<file path="src/rtl/actgate_pkg.sv">
package actgate_pkg;
  localparam int unsigned AG_LANES      = 8;
  localparam int unsigned AG_DATA_W     = 8;
  localparam int unsigned AG_CNT_W      = 16;
  localparam int unsigned AG_MIN_GATE_W = 8;
  localparam int unsigned AG_WARM_EDGES = 3;
endpackage

</file>
<file path="src/rtl/actgate_sel_pipe.sv">
module actgate_sel_pipe #(
  parameter int unsigned LANES  = 8,
  parameter int unsigned SEL_W  = 3,
  parameter bit          GATING = 1'b1
) (
  input  logic             clk,
  input  logic             rst_n,
  input  logic [SEL_W-1:0] sel_i,
  output logic [SEL_W-1:0] pick_o,
  output logic [LANES-1:0] load_en_o
);
  localparam bit HAS_SPARE = ((1 << SEL_W) > LANES);

  logic [SEL_W-1:0] s1_q, s1_d;
  logic [SEL_W-1:0] s2_q, s2_d;

  always_comb begin
    s1_d = sel_i;
    s2_d = s1_q;
  end

  // synchronous reset, explicit value for every register in the branch
  always_ff @(posedge clk) begin
    if (!rst_n) begin
      s1_q <= '0;
      s2_q <= '0;
    end else begin
      s1_q <= s1_d;
      s2_q <= s2_d;
    end
  end

  assign pick_o = s2_q;

  generate
    if (!GATING) begin : g_free
      assign load_en_o = '1;
    end else if (HAS_SPARE) begin : g_gate_spare
      always_comb begin
        for (int k = 0; k < int'(LANES); k++) load_en_o[k] = (s1_q == SEL_W'(k));
        if (s1_q > SEL_W'(LANES - 1)) load_en_o[0] = 1'b1;
      end
    end else begin : g_gate
      always_comb begin
        for (int k = 0; k < int'(LANES); k++) load_en_o[k] = (s1_q == SEL_W'(k));
      end
    end
  endgenerate
endmodule

</file>
<file path="src/rtl/actgate_in_bank.sv">
module actgate_in_bank #(
  parameter int unsigned LANES  = 8,
  parameter int unsigned DATA_W = 8,
  parameter int unsigned CNT_W  = 16
) (
  input  logic                    clk,
  input  logic                    rst_n,
  input  logic [LANES*DATA_W-1:0] din_i,
  input  logic [LANES-1:0]        load_en_i,
  output logic [LANES*DATA_W-1:0] lane_q_o,
  output logic [LANES*CNT_W-1:0]  act_cnt_o
);
  for (genvar k = 0; k < int'(LANES); k++) begin : g_lane
    logic [DATA_W-1:0] q, q_next, flips;
    logic [CNT_W-1:0]  cnt_q, cnt_next, delta;
    logic [CNT_W:0]    sum;

    // clock enable written out as a hold mux
    always_comb begin
      q_next = load_en_i[k] ? din_i[k*DATA_W +: DATA_W] : q;
    end

    always_ff @(posedge clk) begin
      if (!rst_n) q <= '0;
      else        q <= q_next;
    end

    always_comb begin
      flips = q ^ q_next;
      delta = '0;
      for (int b = 0; b < int'(DATA_W); b++) delta = delta + CNT_W'(flips[b]);
      sum      = {1'b0, cnt_q} + {1'b0, delta};
      cnt_next = sum[CNT_W] ? '1 : sum[CNT_W-1:0];
    end

    always_ff @(posedge clk or negedge rst_n) begin
      if (!rst_n) cnt_q <= '0;
      else        cnt_q <= cnt_next;
    end

    assign lane_q_o[k*DATA_W +: DATA_W] = q;
    assign act_cnt_o[k*CNT_W +: CNT_W]  = cnt_q;
  end
endmodule

</file>
<file path="src/rtl/actgate_out_stage.sv">
module actgate_out_stage #(
  parameter int unsigned LANES  = 8,
  parameter int unsigned DATA_W = 8,
  parameter int unsigned SEL_W  = 3
) (
  input  logic                    clk,
  input  logic                    rst_n,
  input  logic [LANES*DATA_W-1:0] lanes_i,
  input  logic [SEL_W-1:0]        pick_i,
  output logic [DATA_W-1:0]       dout_o
);
  logic [DATA_W-1:0] chosen, out_q;

  // unmatched codes fall back to lane 0
  always_comb begin
    chosen = lanes_i[DATA_W-1:0];
    for (int k = 1; k < int'(LANES); k++)
      if (pick_i == SEL_W'(k)) chosen = lanes_i[k*DATA_W +: DATA_W];
  end

  always_ff @(posedge clk) begin
    if (!rst_n) out_q <= '0;
    else        out_q <= chosen;
  end

  assign dout_o = out_q;
endmodule

</file>
<file path="src/rtl/actgate_sel8.sv">
module actgate_sel8 #(
  parameter int unsigned LANES      = actgate_pkg::AG_LANES,
  parameter int unsigned DATA_W     = actgate_pkg::AG_DATA_W,
  parameter int unsigned CNT_W      = actgate_pkg::AG_CNT_W,
  parameter int unsigned MIN_GATE_W = actgate_pkg::AG_MIN_GATE_W,
  parameter bit          GATE_EN    = 1'b1,
  localparam int unsigned SEL_W     = (LANES > 1) ? $clog2(LANES) : 1
) (
  input  logic                    clk,
  input  logic                    rst_n,
  input  logic [LANES*DATA_W-1:0] din,
  input  logic [SEL_W-1:0]        sel,
  output logic [DATA_W-1:0]       dout,
  output logic [LANES*CNT_W-1:0]  act_cnt
);
  localparam bit GATING = GATE_EN && (DATA_W >= MIN_GATE_W);

  logic [SEL_W-1:0]        pick_w;
  logic [LANES-1:0]        load_en_w;
  logic [LANES*DATA_W-1:0] lane_q_w;

  actgate_sel_pipe #(.LANES(LANES), .SEL_W(SEL_W), .GATING(GATING)) u_sel (
    .clk(clk), .rst_n(rst_n), .sel_i(sel), .pick_o(pick_w), .load_en_o(load_en_w)
  );

  actgate_in_bank #(.LANES(LANES), .DATA_W(DATA_W), .CNT_W(CNT_W)) u_bank (
    .clk(clk), .rst_n(rst_n), .din_i(din), .load_en_i(load_en_w),
    .lane_q_o(lane_q_w), .act_cnt_o(act_cnt)
  );

  actgate_out_stage #(.LANES(LANES), .DATA_W(DATA_W), .SEL_W(SEL_W)) u_out (
    .clk(clk), .rst_n(rst_n), .lanes_i(lane_q_w), .pick_i(pick_w), .dout_o(dout)
  );
endmodule

</file>
<file path="config.mk">
export PLATFORM = sky130hd
export DESIGN_NAME = actgate_sel8
export DESIGN_NICKNAME = d
export VERILOG_FILES = /design/src/rtl/actgate_pkg.sv /design/src/rtl/actgate_sel_pipe.sv /design/src/rtl/actgate_in_bank.sv /design/src/rtl/actgate_out_stage.sv /design/src/rtl/actgate_sel8.sv
export SDC_FILE = /design/constraint.sdc
export NUM_CORES = 1
export LEC_CHECK = 0
export BUFFER_PORTS_ARGS = -buffer_cell sky130_fd_sc_hd__buf_2
export CAP_MARGIN = 20
export CORE_MARGIN = 4
export CORE_UTILIZATION = 35
export DETAILED_ROUTE_END_ITERATION = 8
export HOLD_SLACK_MARGIN = 0.02
export PLACE_DENSITY_LB_ADDON = 0.1
export SYNTH_ARGS = -nofsm -noshare
export SYNTH_HDL_FRONTEND = slang
export SYNTH_SLANG_ARGS = --single-unit
</file>
<file path="constraint.sdc">
create_clock -name clk -period 15.5 [get_ports clk]
set_input_delay 1.55 -clock clk [delete_from_list [all_inputs] [get_ports clk]]
set_output_delay 1.55 -clock clk [all_outputs]
set_load 0.03 [all_outputs]
</file>
==> impl_metrics.ini <==
[outcome]
status = finished clean

[floorplan]
ios = 205
core_area_sq_um = 34500
rows = 68
die_h_um = 194
initial_core_util_pct = 35.3
die_w_um = 194
die-area_sq_um = 37800

[clock_tree]
clk_pin_slew_ps = 60
cts-buffers-inserted = 26
clk_latency_ps = 530
post_cts_buffers = 0
cts_sinks = 206
root_buffer = clkbuf_16
ctsHoldBuffers = 0
cts_resized = 0
cts-htree-levels = 1
cts_tree = done
cts_buffer_depth = 3

[power_and_ir_drop]
leakage_nw = 7.09
combPwrFrac_pct = 28.7
powerDensity_nw_per_um2 = 128
power.share.sequential_pct = 36.9
pwr-share-clk_pct = 34.4
switchingPower_mw = 0.656
intPower_mw = 1.21
ir_drop_mv = 0.0846
p_sw_share_pct = 35.2

[timing]
rsz0062_at_grt = false
post-route-min-period_ps = 5650
tightest_slew_ps = 978
setup_violations = 0
slew_violations = 0
finClkSkew_ps = 8.72
worst_slack_ps = 9850
hold_viol = 0
fmax_mhz = 177
setup_tns_ps = 0
period_share_pct = 36.4
slew_headroom_pct = 34.7

[final_layout]
layout-drive-gt1-share_pct = 19.3
final_cell_mix = 289 x nand2_1, 203 x buf_2, 128 x dfrtp_1
post-route-util_pct = 42.3
final_nets = 1676
final_common_cell = nand2_1
fill_cells = 3552
area_growth_pct = 19.7

[global_route]
grt_max_degree = 115
grt_overflow = 0
antenna_found_initial = 15
grt_usage_pct = 16.5
grt_first_pass_wirelength_mm = 52.0
grt_pass1_vias = 9473

[worst_setup_path]
cp_slowest_cell = dfxtp_1
cp-start-kind = flop
worstSetupPathType = flop to flop
path_cells = nand3b_1 -> nor2_1 -> ha_1 -> fa_1 -> inv_1 -> fa_1 -> fa_1 -> fa_1 -> fa_1 -> nand2b_1 -> o2bb2ai_2 -> nor3_2 -> nand3_1 -> o21ai_0
crit_path_frequent_cell = fa_1
worst-path-max-fanout = 16
slowest_delay_ps = 730
crit_start = u_sel.s1_q[2]$_SDFF_PN0_
rr_startpoint = u_sel.s1_q[2]$_SDFF_PN0_
arrival_ps = 6090
required_ps = 15940
critPathCaptureType = flop

[routing]
dr.pass1.iters = 5
ant_nets = 0
drt_drc_violations_left = 0
vias = 9525
wl_mm = 31.9
avgRoutedWirePerCell_um = 16.0
routed_via_density = 4.78
drtIter0Drc = 449

[yosys]
synth_cell_types = 59
synth_edf_count = 0
yosys_warnings = 0
avgSynthCellArea_sq_um = 9.23
synth-seq-cells = 206
yosysSeqAreaShare_pct = 39.1
syn_area_sq_um = 12200
ys.flop_type = dfrtp_1
syn_nets = 1482
synthArstFlopShare_pct = 62.1
synth_cells = 1318

[flow_run]
cap_violations = 0

[place]
place_hpwl_mm = 23.6
gp_congestion = 0.786
post-place-ws_ps = 9330
port_buffers = 204

[hold_path]
hold_path.class = flop to flop
worstHoldStart = u_bank.g_lane[4].q[5]$_SDFF_PN0_
[area by class of cell]
type / count / area, sq um / share of cell area (%)
clock buffers: 42 / 843 / 5.79
clock inverters: 6 / 80.1 / 0.550
multi-input cells: 1009 / 6990 / 48.0
flip-flops and latches: 206 / 4760 / 32.7
repair buffers: 209 / 1080 / 7.40
inverters: 60 / 225 / 1.55
diodes: 7 / 17.5 / 0.120
well taps: 455 / 569 / 3.91
[flip-flops by register name (all words and copies together), names as in the netlist]
signal,cells
u_bank.g_lane.cnt_q,128
u_bank.g_lane.q,64
u_sel.s1_q,3
u_out.dout_o,8
u_sel.pick_o,3
[metrics by stage]
stage / hold slack (ps) / power [mW] / cells / area (sq um)
floorplan: 463 / 1.07 / 1318 / 12200
global placement: 483 / 1.23 / 1939 / 13600
detailed placement: 495 / 1.24 / 1939 / 13600
CTS: 504 / 1.90 / 1987 / 14500
global route: 527 / 1.99 / 1992 / 14600
finish: 500 / 1.86 / 1994 / 14600
[path summary, 6_finish.rpt]
kind / endpoint / slack [ps] / cells after the start
max: u_bank.g_lane[6].cnt_q[3]$_DFF_PN0_ / 9850 / 14
min: u_bank.g_lane[4].q[5]$_SDFF_PN0_ / 500 / 2
max reg2reg: u_bank.g_lane[6].cnt_q[3]$_DFF_PN0_ / 9850 / 14
min reg2reg: u_bank.g_lane[4].q[5]$_SDFF_PN0_ / 500 / 2
max in group asynchronous: u_bank.g_lane[5].cnt_q[15]$_DFF_PN0_ / 13370 / 2
min in group asynchronous: u_bank.g_lane[4].cnt_q[1]$_DFF_PN0_ / 1100 / 1
[synth_stat cells, types with 6 or more instances]
master / count / share of area (%)
a211o_1: 9 / 0.65
a211oi_1: 11 / 0.68
a21boi_0: 66 / 4.1
a21o_1: 7 / 0.43
a21oi_1: 19 / 0.78
a221oi_1: 7 / 0.50
and2_1: 7 / 0.36
and3_1: 28 / 1.4
buf_2: 24 / 0.99
clkbuf_1: 17 / 0.52
dfrtp_1: 128 / 26
dfxtp_1: 78 / 13
fa_1: 40 / 6.6
ha_1: 55 / 5.7
inv_1: 60 / 1.9
mux2_2: 11 / 1.0
nand2_1: 289 / 8.9
nand2b_1: 29 / 1.5
nand3_1: 39 / 1.6
nand3_2: 8 / 0.66
nand4_1: 9 / 0.46
nor2_1: 84 / 2.6
nor2b_1: 13 / 0.67
nor3b_1: 7 / 0.43
o21a_1: 14 / 0.86
o21ai_0: 32 / 1.3
o221ai_1: 6 / 0.43
xnor2_1: 62 / 4.5
xor2_1: 90 / 6.5
[cells by family (layout without fill, tap and decap cells)]
logic type | Yosys count | count (layout) | share of synthesized area, %
buffers and inverters | 103 | 317 | 3.45
AND/OR/NAND/NOR | 546 | 546 | 20.9
other | 0 | 7 | 0
AO/OA/AOI/OAI | 193 | 193 | 11.1
adder cells (fa/ha/maj) | 95 | 95 | 12.2
multiplexers | 23 | 23 | 2.20
XOR/XNOR | 152 | 152 | 10.9
flip-flops | 206 | 206 | 39.1
[metal layers]
| metal | GRT usage (%) | part of all wire (%) | vias to the layer above |
|---|---|---|---|
| met5 | 0 | 0.25 | - |
| met4 | 3.28 | 1.8 | 16 |
| met3 | 3.93 | 6.3 | 49 |
| met2 | 25.9 | 45 | 187 |
| met1 | 23.6 | 47 | 4491 |
| li1 | - | - | 4782 |
[worst max-delay path: cells and delay by family, from the launching register on]
kind                       cells  cell delay, ps
DFF                            1             730
and+or+nand+nor                5            1700
AOI/OAI and AO/OA              2             360
buffers and inverters          1              60
adders and majority gates      6            2700
[power by group through the flow]
stage                     combinational [mW]  sequential (mW)  clock [mW]
after floorplan                        0.255            0.811           0
after global placement                 0.535            0.698           0
after detailed placement               0.540            0.699           0
after CTS                              0.545            0.690       0.666
after global routing                   0.602            0.699       0.686
final                                  0.534            0.687       0.641
Note: power is estimated with default switching activity, not from simulation.
